**config.mk**
```make
export PLATFORM = sky130hd
export DESIGN_NAME = store_defer_buf
export DESIGN_NICKNAME = d
export VERILOG_FILES = /design/src/rtl/sdb_pkg.sv /design/src/rtl/sdb_entry.sv /design/src/rtl/sdb_match.sv /design/src/rtl/sdb_drain_ctl.sv /design/src/rtl/store_defer_buf.sv
export SDC_FILE = /design/constraint.sdc
export NUM_CORES = 1
export LEC_CHECK = 0
export ABC_CLOCK_PERIOD_IN_PS = 4400
export BUFFER_PORTS_ARGS = -buffer_cell sky130_fd_sc_hd__buf_2
export CORE_UTILIZATION = 35
export DETAILED_ROUTE_END_ITERATION = 10
export PLACE_DENSITY = 0.69
export RECOVER_POWER = 25
export SLEW_MARGIN = 20
export SYNTH_ARGS = -nofsm -noshare
export SYNTH_HDL_FRONTEND = slang
export SYNTH_HIERARCHICAL = 1
export SYNTH_SLANG_ARGS = --single-unit
```
**constraint.sdc**
```tcl
create_clock -name clk -period 4.4 [get_ports clk]
set_input_delay 0.22 -clock clk [delete_from_list [all_inputs] [get_ports clk]]
set_output_delay 0.22 -clock clk [all_outputs]
set_load 0.03 [all_outputs]
```
**src/rtl/sdb_pkg.sv**
```systemverilog
package sdb_pkg;

  // Outcome of looking a load up against the parked store
  typedef enum logic [1:0] {
    LK_NONE  = 2'd0,
    LK_FWD   = 2'd1,
    LK_STALL = 2'd2,
    LK_MISS  = 2'd3
  } lookup_e;

endpackage

```
**src/rtl/sdb_entry.sv**
```systemverilog
module sdb_entry #(
  parameter int ADDR_W = 30,
  parameter int DATA_W = 32,
  parameter int WAY_W  = 2,
  localparam int BE_W  = DATA_W / 8
) (
  input  logic              clk,
  input  logic              rst_n,
  input  logic              capture,
  input  logic              release_i,
  input  logic [ADDR_W-1:0] in_addr,
  input  logic [DATA_W-1:0] in_data,
  input  logic [BE_W-1:0]   in_be,
  input  logic [WAY_W-1:0]  in_way,
  output logic              occ,
  output logic [ADDR_W-1:0] q_addr,
  output logic [DATA_W-1:0] q_data,
  output logic [BE_W-1:0]   q_be,
  output logic [WAY_W-1:0]  q_way
);

  always_ff @(posedge clk) begin
    if (!rst_n) begin
      occ <= 1'b0;
    end else if (capture) begin
      occ <= 1'b1;
    end else if (release_i) begin
      occ <= 1'b0;
    end
  end

  always_ff @(posedge clk) begin
    if (capture) begin
      q_addr <= in_addr;
      q_data <= in_data;
      q_be   <= in_be;
      q_way  <= in_way;
    end
  end

endmodule

```
**src/rtl/sdb_match.sv**
```systemverilog
module sdb_match
  import sdb_pkg::*;
#(
  parameter int ADDR_W = 30,
  parameter int DATA_W = 32,
  localparam int BE_W  = DATA_W / 8
) (
  input  logic              occ,
  input  logic [ADDR_W-1:0] ent_addr,
  input  logic [DATA_W-1:0] ent_data,
  input  logic [BE_W-1:0]   ent_be,
  input  logic              ld_valid,
  input  logic              ld_hit,
  input  logic [ADDR_W-1:0] ld_addr,
  input  logic [BE_W-1:0]   ld_be,
  output lookup_e           kind,
  output logic [DATA_W-1:0] fwd_data
);

  logic [DATA_W-1:0] lane_mask;
  logic              same_word;
  logic              covered;

  for (genvar b = 0; b < BE_W; b++) begin : g_lane
    assign lane_mask[8*b +: 8] = {8{ld_be[b]}};
  end

  assign same_word = occ && (ld_addr == ent_addr);
  assign covered   = ((ld_be & ~ent_be) == '0);
  assign fwd_data  = ent_data & lane_mask;

  always_comb begin
    kind = LK_NONE;
    if (ld_valid) begin
      if (!ld_hit)        kind = LK_MISS;
      else if (same_word) kind = covered ? LK_FWD : LK_STALL;
    end
  end

endmodule

```
**src/rtl/sdb_drain_ctl.sv**
```systemverilog
module sdb_drain_ctl
  import sdb_pkg::*;
(
  input  logic    occ,
  input  logic    sd_valid,
  input  logic    sd_hit,
  input  lookup_e kind,
  input  logic    drain_req,
  input  logic    arr_ready,
  output logic    arr_valid,
  output logic    write_fire,
  output logic    sd_ready,
  output logic    capture,
  output logic    fill_go,
  output logic    drain_done
);

  logic store_miss;
  logic load_miss;
  logic must_leave;

  assign store_miss = sd_valid && !sd_hit;
  assign load_miss  = (kind == LK_MISS);

  // Any of these needs the parked store out of the way
  assign must_leave = (sd_valid && sd_hit) || store_miss || load_miss ||
                      (kind == LK_STALL) || drain_req;

  assign arr_valid  = occ && must_leave;
  assign write_fire = arr_valid && arr_ready;

  // A hitting store enters when the slot is free or is freed this cycle
  assign sd_ready   = sd_hit && (!occ || arr_ready);
  assign capture    = sd_valid && sd_ready;

  // Fills wait until nothing is parked
  assign fill_go    = (store_miss || load_miss) && !occ;
  assign drain_done = drain_req && !occ;

endmodule

```
**src/rtl/store_defer_buf.sv**
```systemverilog
module store_defer_buf
  import sdb_pkg::*;
#(
  parameter int ADDR_W = 30,
  parameter int DATA_W = 32,
  parameter int WAYS   = 4,
  localparam int WAY_W = (WAYS > 1) ? $clog2(WAYS) : 1,
  localparam int BE_W  = DATA_W / 8
) (
  input  logic              clk,
  input  logic              rst_n,
  input  logic              sd_valid,
  output logic              sd_ready,
  input  logic              sd_hit,
  input  logic [WAY_W-1:0]  sd_way,
  input  logic [ADDR_W-1:0] sd_addr,
  input  logic [DATA_W-1:0] sd_data,
  input  logic [BE_W-1:0]   sd_be,
  input  logic              ld_valid,
  input  logic              ld_hit,
  input  logic [ADDR_W-1:0] ld_addr,
  input  logic [BE_W-1:0]   ld_be,
  output logic              ld_fwd,
  output logic [DATA_W-1:0] ld_fwd_data,
  output logic              ld_stall,
  output logic              fill_go,
  input  logic              drain_req,
  output logic              drain_done,
  output logic              arr_valid,
  input  logic              arr_ready,
  output logic [ADDR_W-1:0] arr_addr,
  output logic [WAY_W-1:0]  arr_way,
  output logic [DATA_W-1:0] arr_data,
  output logic [BE_W-1:0]   arr_be
);

  logic    occ;
  logic    capture;
  logic    write_fire;
  lookup_e kind;

  sdb_entry #(
    .ADDR_W(ADDR_W), .DATA_W(DATA_W), .WAY_W(WAY_W)
  ) u_entry (
    .clk      (clk),
    .rst_n    (rst_n),
    .capture  (capture),
    .release_i(write_fire),
    .in_addr  (sd_addr),
    .in_data  (sd_data),
    .in_be    (sd_be),
    .in_way   (sd_way),
    .occ      (occ),
    .q_addr   (arr_addr),
    .q_data   (arr_data),
    .q_be     (arr_be),
    .q_way    (arr_way)
  );

  sdb_match #(
    .ADDR_W(ADDR_W), .DATA_W(DATA_W)
  ) u_match (
    .occ     (occ),
    .ent_addr(arr_addr),
    .ent_data(arr_data),
    .ent_be  (arr_be),
    .ld_valid(ld_valid),
    .ld_hit  (ld_hit),
    .ld_addr (ld_addr),
    .ld_be   (ld_be),
    .kind    (kind),
    .fwd_data(ld_fwd_data)
  );

  sdb_drain_ctl u_ctl (
    .occ       (occ),
    .sd_valid  (sd_valid),
    .sd_hit    (sd_hit),
    .kind      (kind),
    .drain_req (drain_req),
    .arr_ready (arr_ready),
    .arr_valid (arr_valid),
    .write_fire(write_fire),
    .sd_ready  (sd_ready),
    .capture   (capture),
    .fill_go   (fill_go),
    .drain_done(drain_done)
  );

  assign ld_fwd   = (kind == LK_FWD);
  assign ld_stall = (kind == LK_STALL);

endmodule

```
=== After elaboration in Yosys (flattened, before gate mapping) ===
Cells that the tools add are included.

* Equality and inequality tests: 4
* Reductions and logical operators: 19
* Mux-type cells: 6
* Bitwise logic cells: 3

{| class="wikitable"
|+ Operator list
! cell !! number
|-
| AND 32 bit || 1
|-
| equality test 30 bit || 1
|-
| logical AND 1 bit || 9
|-
| two-way mux 2 bit || 4
|-
| logical OR 1 bit || 6
|-
| AND 4 bit || 1
|-
| equality test 2 bit, second input constant || 2
|-
| logical NOT 4 bit || 1
|-
| inverter 4 bit || 1
|-
| equality test 2 x 1 -> 1 bit, second input constant || 1
|-
| logical NOT 1 bit || 2
|-
| two-way mux 1 bit || 2
|-
| nonzero test 2 bit || 1
|}

* Output and inout bits: 106
* Logic and storage cells: 37
* Register bits: 69

=== Logic depth before layout (Yosys ltp) ===
* Depth after elaboration: 15
* Gate-level depth with buffers: 8
* Mapped depth without buffers: 8

=== Cells and area by module ===
The synthesis kept the hierarchy.

{| class="wikitable"
|+ Modules (own cells, without submodules)
! module !! instances !! area an instance (um2) !! cells each
|-
| sdb_entry || 1 || 2083.2 || 71
|-
| sdb_match || 1 || 598.1 || 83
|-
| sdb_drain_ctl || 1 || 56.3 || 9
|-
| store_defer_buf || 1 || 15.0 || 2
|}

=== Worst setup path after synthesis ===
Ideal clock, no wire load.

* Path type: reg2reg
* Start point: reg u_entry.occ
* End point: reg u_entry.q_addr[0], enable pin
* Cell stages (with the launch flop): 3
* Arrival time: 2.073 ns
* Required time: 3.965 ns
* Path slack: 1.892 ns
* Cell sequence: dfxtp_1 > nand2b_1 > and3_1

* Word-level cells in the longest chain between the ends: 4

{| class="wikitable"
|+ RTL lines
! what !! line !! source
|-
| from (decl) || sdb_entry.sv:15 || <nowiki>output logic occ,</nowiki>
|-
| from (signal assigned) || sdb_entry.sv:24 || <nowiki>occ <= 1'b0;</nowiki>
|-
| from (signal assigned) || sdb_entry.sv:26 || <nowiki>occ <= 1'b1;</nowiki>
|-
| from (signal assigned) || sdb_entry.sv:28 || <nowiki>occ <= 1'b0;</nowiki>
|-
| logical NOT 1 bit || sdb_drain_ctl.sv:33 || <nowiki>assign sd_ready = sd_hit && (!occ || arr_ready);</nowiki>
|-
| logical OR 1 bit || sdb_drain_ctl.sv:33 ||
|-
| logical AND 1 bit || sdb_drain_ctl.sv:33 ||
|-
| logical AND 1 bit || sdb_drain_ctl.sv:34 || <nowiki>assign capture = sd_valid && sd_ready;</nowiki>
|-
| via capture || store_defer_buf.sv:38 || <nowiki>logic capture;</nowiki>
|-
| to (signal assigned) || sdb_entry.sv:34 || <nowiki>q_addr <= in_addr;</nowiki>
|-
| to (decl) || sdb_entry.sv:16 || <nowiki>output logic [ADDR_W-1:0] q_addr,</nowiki>
|}

The timed path passes the listed nets, and every way through them passes these cells.
A chain may end at the register's enable or synchronous reset.

=== Worst setup path after layout ===
* Start point: reg u_entry.q_addr[29]
* End point: out fill_go

* Word-level cells in the longest chain between the ends: 8

{| class="wikitable"
|+ RTL lines
! what !! line !! source
|-
| equality test 30 bit || sdb_match.sv:28 || <nowiki>assign same_word = occ && (ld_addr == ent_addr);</nowiki>
|-
| logical AND 1 bit || sdb_match.sv:28 ||
|-
| two-way mux 2 bit || sdb_match.sv:36 || <nowiki>else if (same_word) kind = covered ? LK_FWD : LK_STALL;</nowiki>
|-
| two-way mux 2 bit || sdb_match.sv:35 || <nowiki>if (!ld_hit) kind = LK_MISS;</nowiki>
|-
| two-way mux 2 bit || sdb_match.sv:34 || <nowiki>if (ld_valid) begin</nowiki>
|-
| via kind[1] || store_defer_buf.sv:40 || <nowiki>lookup_e kind;</nowiki>
|-
| equality test 2 bit || sdb_drain_ctl.sv:23 || <nowiki>assign load_miss = (kind == LK_MISS);</nowiki>
|-
| logical OR 1 bit || sdb_drain_ctl.sv:37 || <nowiki>assign fill_go = (store_miss || load_miss) && !occ;</nowiki>
|-
| logical AND 1 bit || sdb_drain_ctl.sv:37 ||
|-
| to (decl) || store_defer_buf.sv:26 || <nowiki>output logic fill_go,</nowiki>
|}

The timed path passes the listed nets, and every way through them passes these cells.

==> results.md <==
* Status: complete, no violations
* Largest net degree at the start of global routing at 36
* Post-CTS setup buffers at 0
* CTS tree: yes
* Root Driver: clkbuf_8
* Number of gates resized after CTS at 0
* Layout Utilization at 0.556
* Critical path arrival at 2.40 ns
* Final net count at 502
* Design Area, Final at 4120 um2
* Final worst slack at 1.78 ns
* Total power at 1.44 mW
* Worst min path class: primary input to register
* Final hold slack at 0.0536 ns
* RSZ-0062 raised after global routing: no
* CTS sink cnt at 69
* Tcrit/Tclk final at 0.595
* Slowest stage delay, CP at 0.50 ns
* Layout Skew at 0.00669 ns
* Crit path max-delay cell type: o31ai_1
* Data required time of the critical path at 4.18 ns
* DP Cell Count at 480
* Initial antenna violation count at 0
* CP startpoint kind: register
* Die ar. at 8220 um2
* Detailed-router iteration count before antenna repair at 4
* GP Congestion at 0.783
* CP max FO at 4
* Type of destination of the critical path: output port
* 1st-iter DRT viols at 56
* Worst-path clk slew at 0.07 ns
* Fin cells at 496
* Die Ht at 90.7 um
* Crit path time final at 2.62 ns
* Max-slew headroom at 0.467
* Starting density of the core at 0.372
* Final wirelength at 7140 um
* FILL cells at 664
* Count of final hold-check violations at 0
* I/O Pins at 216
* Slew @ Worst Pin at 0.799 ns
* H-tree depth at 3
* Die Span X at 90.7 um
* Hold Buf Count CTS at 0
* Crit-path cells: xor2_1, nor4_1, nand4_1, o31ai_1, nand2_1, a21oi_1, buf_2
* Mean number of vias per cell at 4.42
* Cell Pwr Density at 350 nW/um2
* VDD IR max at 0.196 mV
* Final-report setup violation count at 0
* Remaining antenna violation count at 0
* Clock Path Buffers at 2
* Post-synthesis cell type count at 23
* Count of final max-slew check failures at 0
* FMAX at 382 MHz
* Placed cell area at 3960 um2
* Vias at 2194
* P_leak at 1.90 nW
* Vias in the first global route at 2195
* Gate count of the mapped netlist at 165
* TritonCTS buffer count at 9
* Post-synth EDFFs at 68
* Number of warnings issued by yosys at 6
* Async SR Flop Fraction at 0
* Worst slack, placed at 2.11 ns
* Port bufs at 215
* Remaining DRCs at 0
* Setup TNS at 0 ns
* Sequential area share after synthesis at 0.749
* WS Path Type: register to output port
* Ant. Diodes at 0
* P&R area growth vs syn at 49.7%
* Routed length per instance at 14.4 um
* Worst skew pair latency at 0.34 ns
* Remaining global-route overflow at 0
* MaxCap Viol Count at 0
* Core Box Area at 7410 um2
* Synth Register Bits at 69
* Layout cells sized above 1 at 0.592
* Synth Net Count at 275
* Syn Area/Cell at 16.7 um2
* Cell Rows at 31
* Global router's overall resource usage at 0.178
* DP HPWL at 5580 um
* Synthesized area at 2750 um2
* First-pass GRT wire length at 10800 um
* Synth Flop Type: edfxtp_1
-- cell usage after synthesis, types with 2 or more instances --
cell      instances  area, um2
and2_1           34        213
edfxtp_1         68       2040
inv_1             4       15.0
nand2_1           2       7.51
nand2b_1          2       12.5
nand4_1           2       12.5
nor2b_1           2       12.5
nor4_1            6       37.5
o31ai_1           2       15.0
xor2_1           30        263
-- flip-flops by register name, indices dropped and copies added, names as in the netlist --
register        count
u_entry/q_be        4
u_entry/occ         1
u_entry/q_data     32
u_entry/q_addr     30
u_entry/q_way       2
-- critical path, delay by kind of cell (launching register included) --
family	cells	cell delay (ns)
AND/OR/NAND/NOR	3	0.64
XOR/XNOR	1	0.18
AO/OA/AOI/OAI	2	0.63
buffers and inverters	1	0.21
flip-flops	1	0.41
-- placed cells by master, fill, tap and decap left out, drive strengths merged, types with 3 or more instances in the layout --
| cell | instances |
|---|---|
| buf | 216 |
| edfxtp | 68 |
| and2 | 34 |
| xor2 | 30 |
| clkbuf | 11 |
| nor4 | 7 |
| clkinv | 4 |
| inv | 4 |
| nor2b | 3 |
-- area by class of cell --
type	instances	area, um2	share of cell area
clock buffers	11	131	0.0319
clock inverters	5	27.5	0.00668
inverters	4	15.0	0.00364
multi-input cells	92	677	0.164
flip-flops and latches	69	2060	0.500
well taps	99	124	0.0301
repair buffers	216	1080	0.263
-- report_power, final --
part           switching [mW]  leakage (nW)  internal, mW
logic                   0.152          1.17        0.0863
clock network           0.228        0.0829         0.201
registers              0.0152         0.644         0.758
total                   0.396          1.90          1.05
-- worst paths after layout --
check / startpoint / slack [ns] / endpoint / depth (start not counted)
max: u_entry/q_addr[29] / 1.78 / fill_go / 7
min: sd_be[1] / 0.05 / u_entry/q_be[1] / 1
max reg2reg: u_entry/q_addr[29] / 2.07 / u_entry/occ / 8
min reg2reg: u_entry/occ / 0.69 / u_entry/occ / 2
-- logic make-up after synthesis --
| logic type | Yosys count | synth area share |
|---|---|---|
| compound gates | 8 | 0.0232 |
| xor+xnor | 30 | 0.0955 |
| buf+inv | 4 | 0.00545 |
| flops | 69 | 0.749 |
| simple gates | 54 | 0.127 |
-- layer usage --
metal,track usage,routed length [um]
met1,0.182,2610
met2,0.318,3820
met3,0.0589,588
met4,0.0968,118
met5,0,0
(Power assumes the default switching activity.)
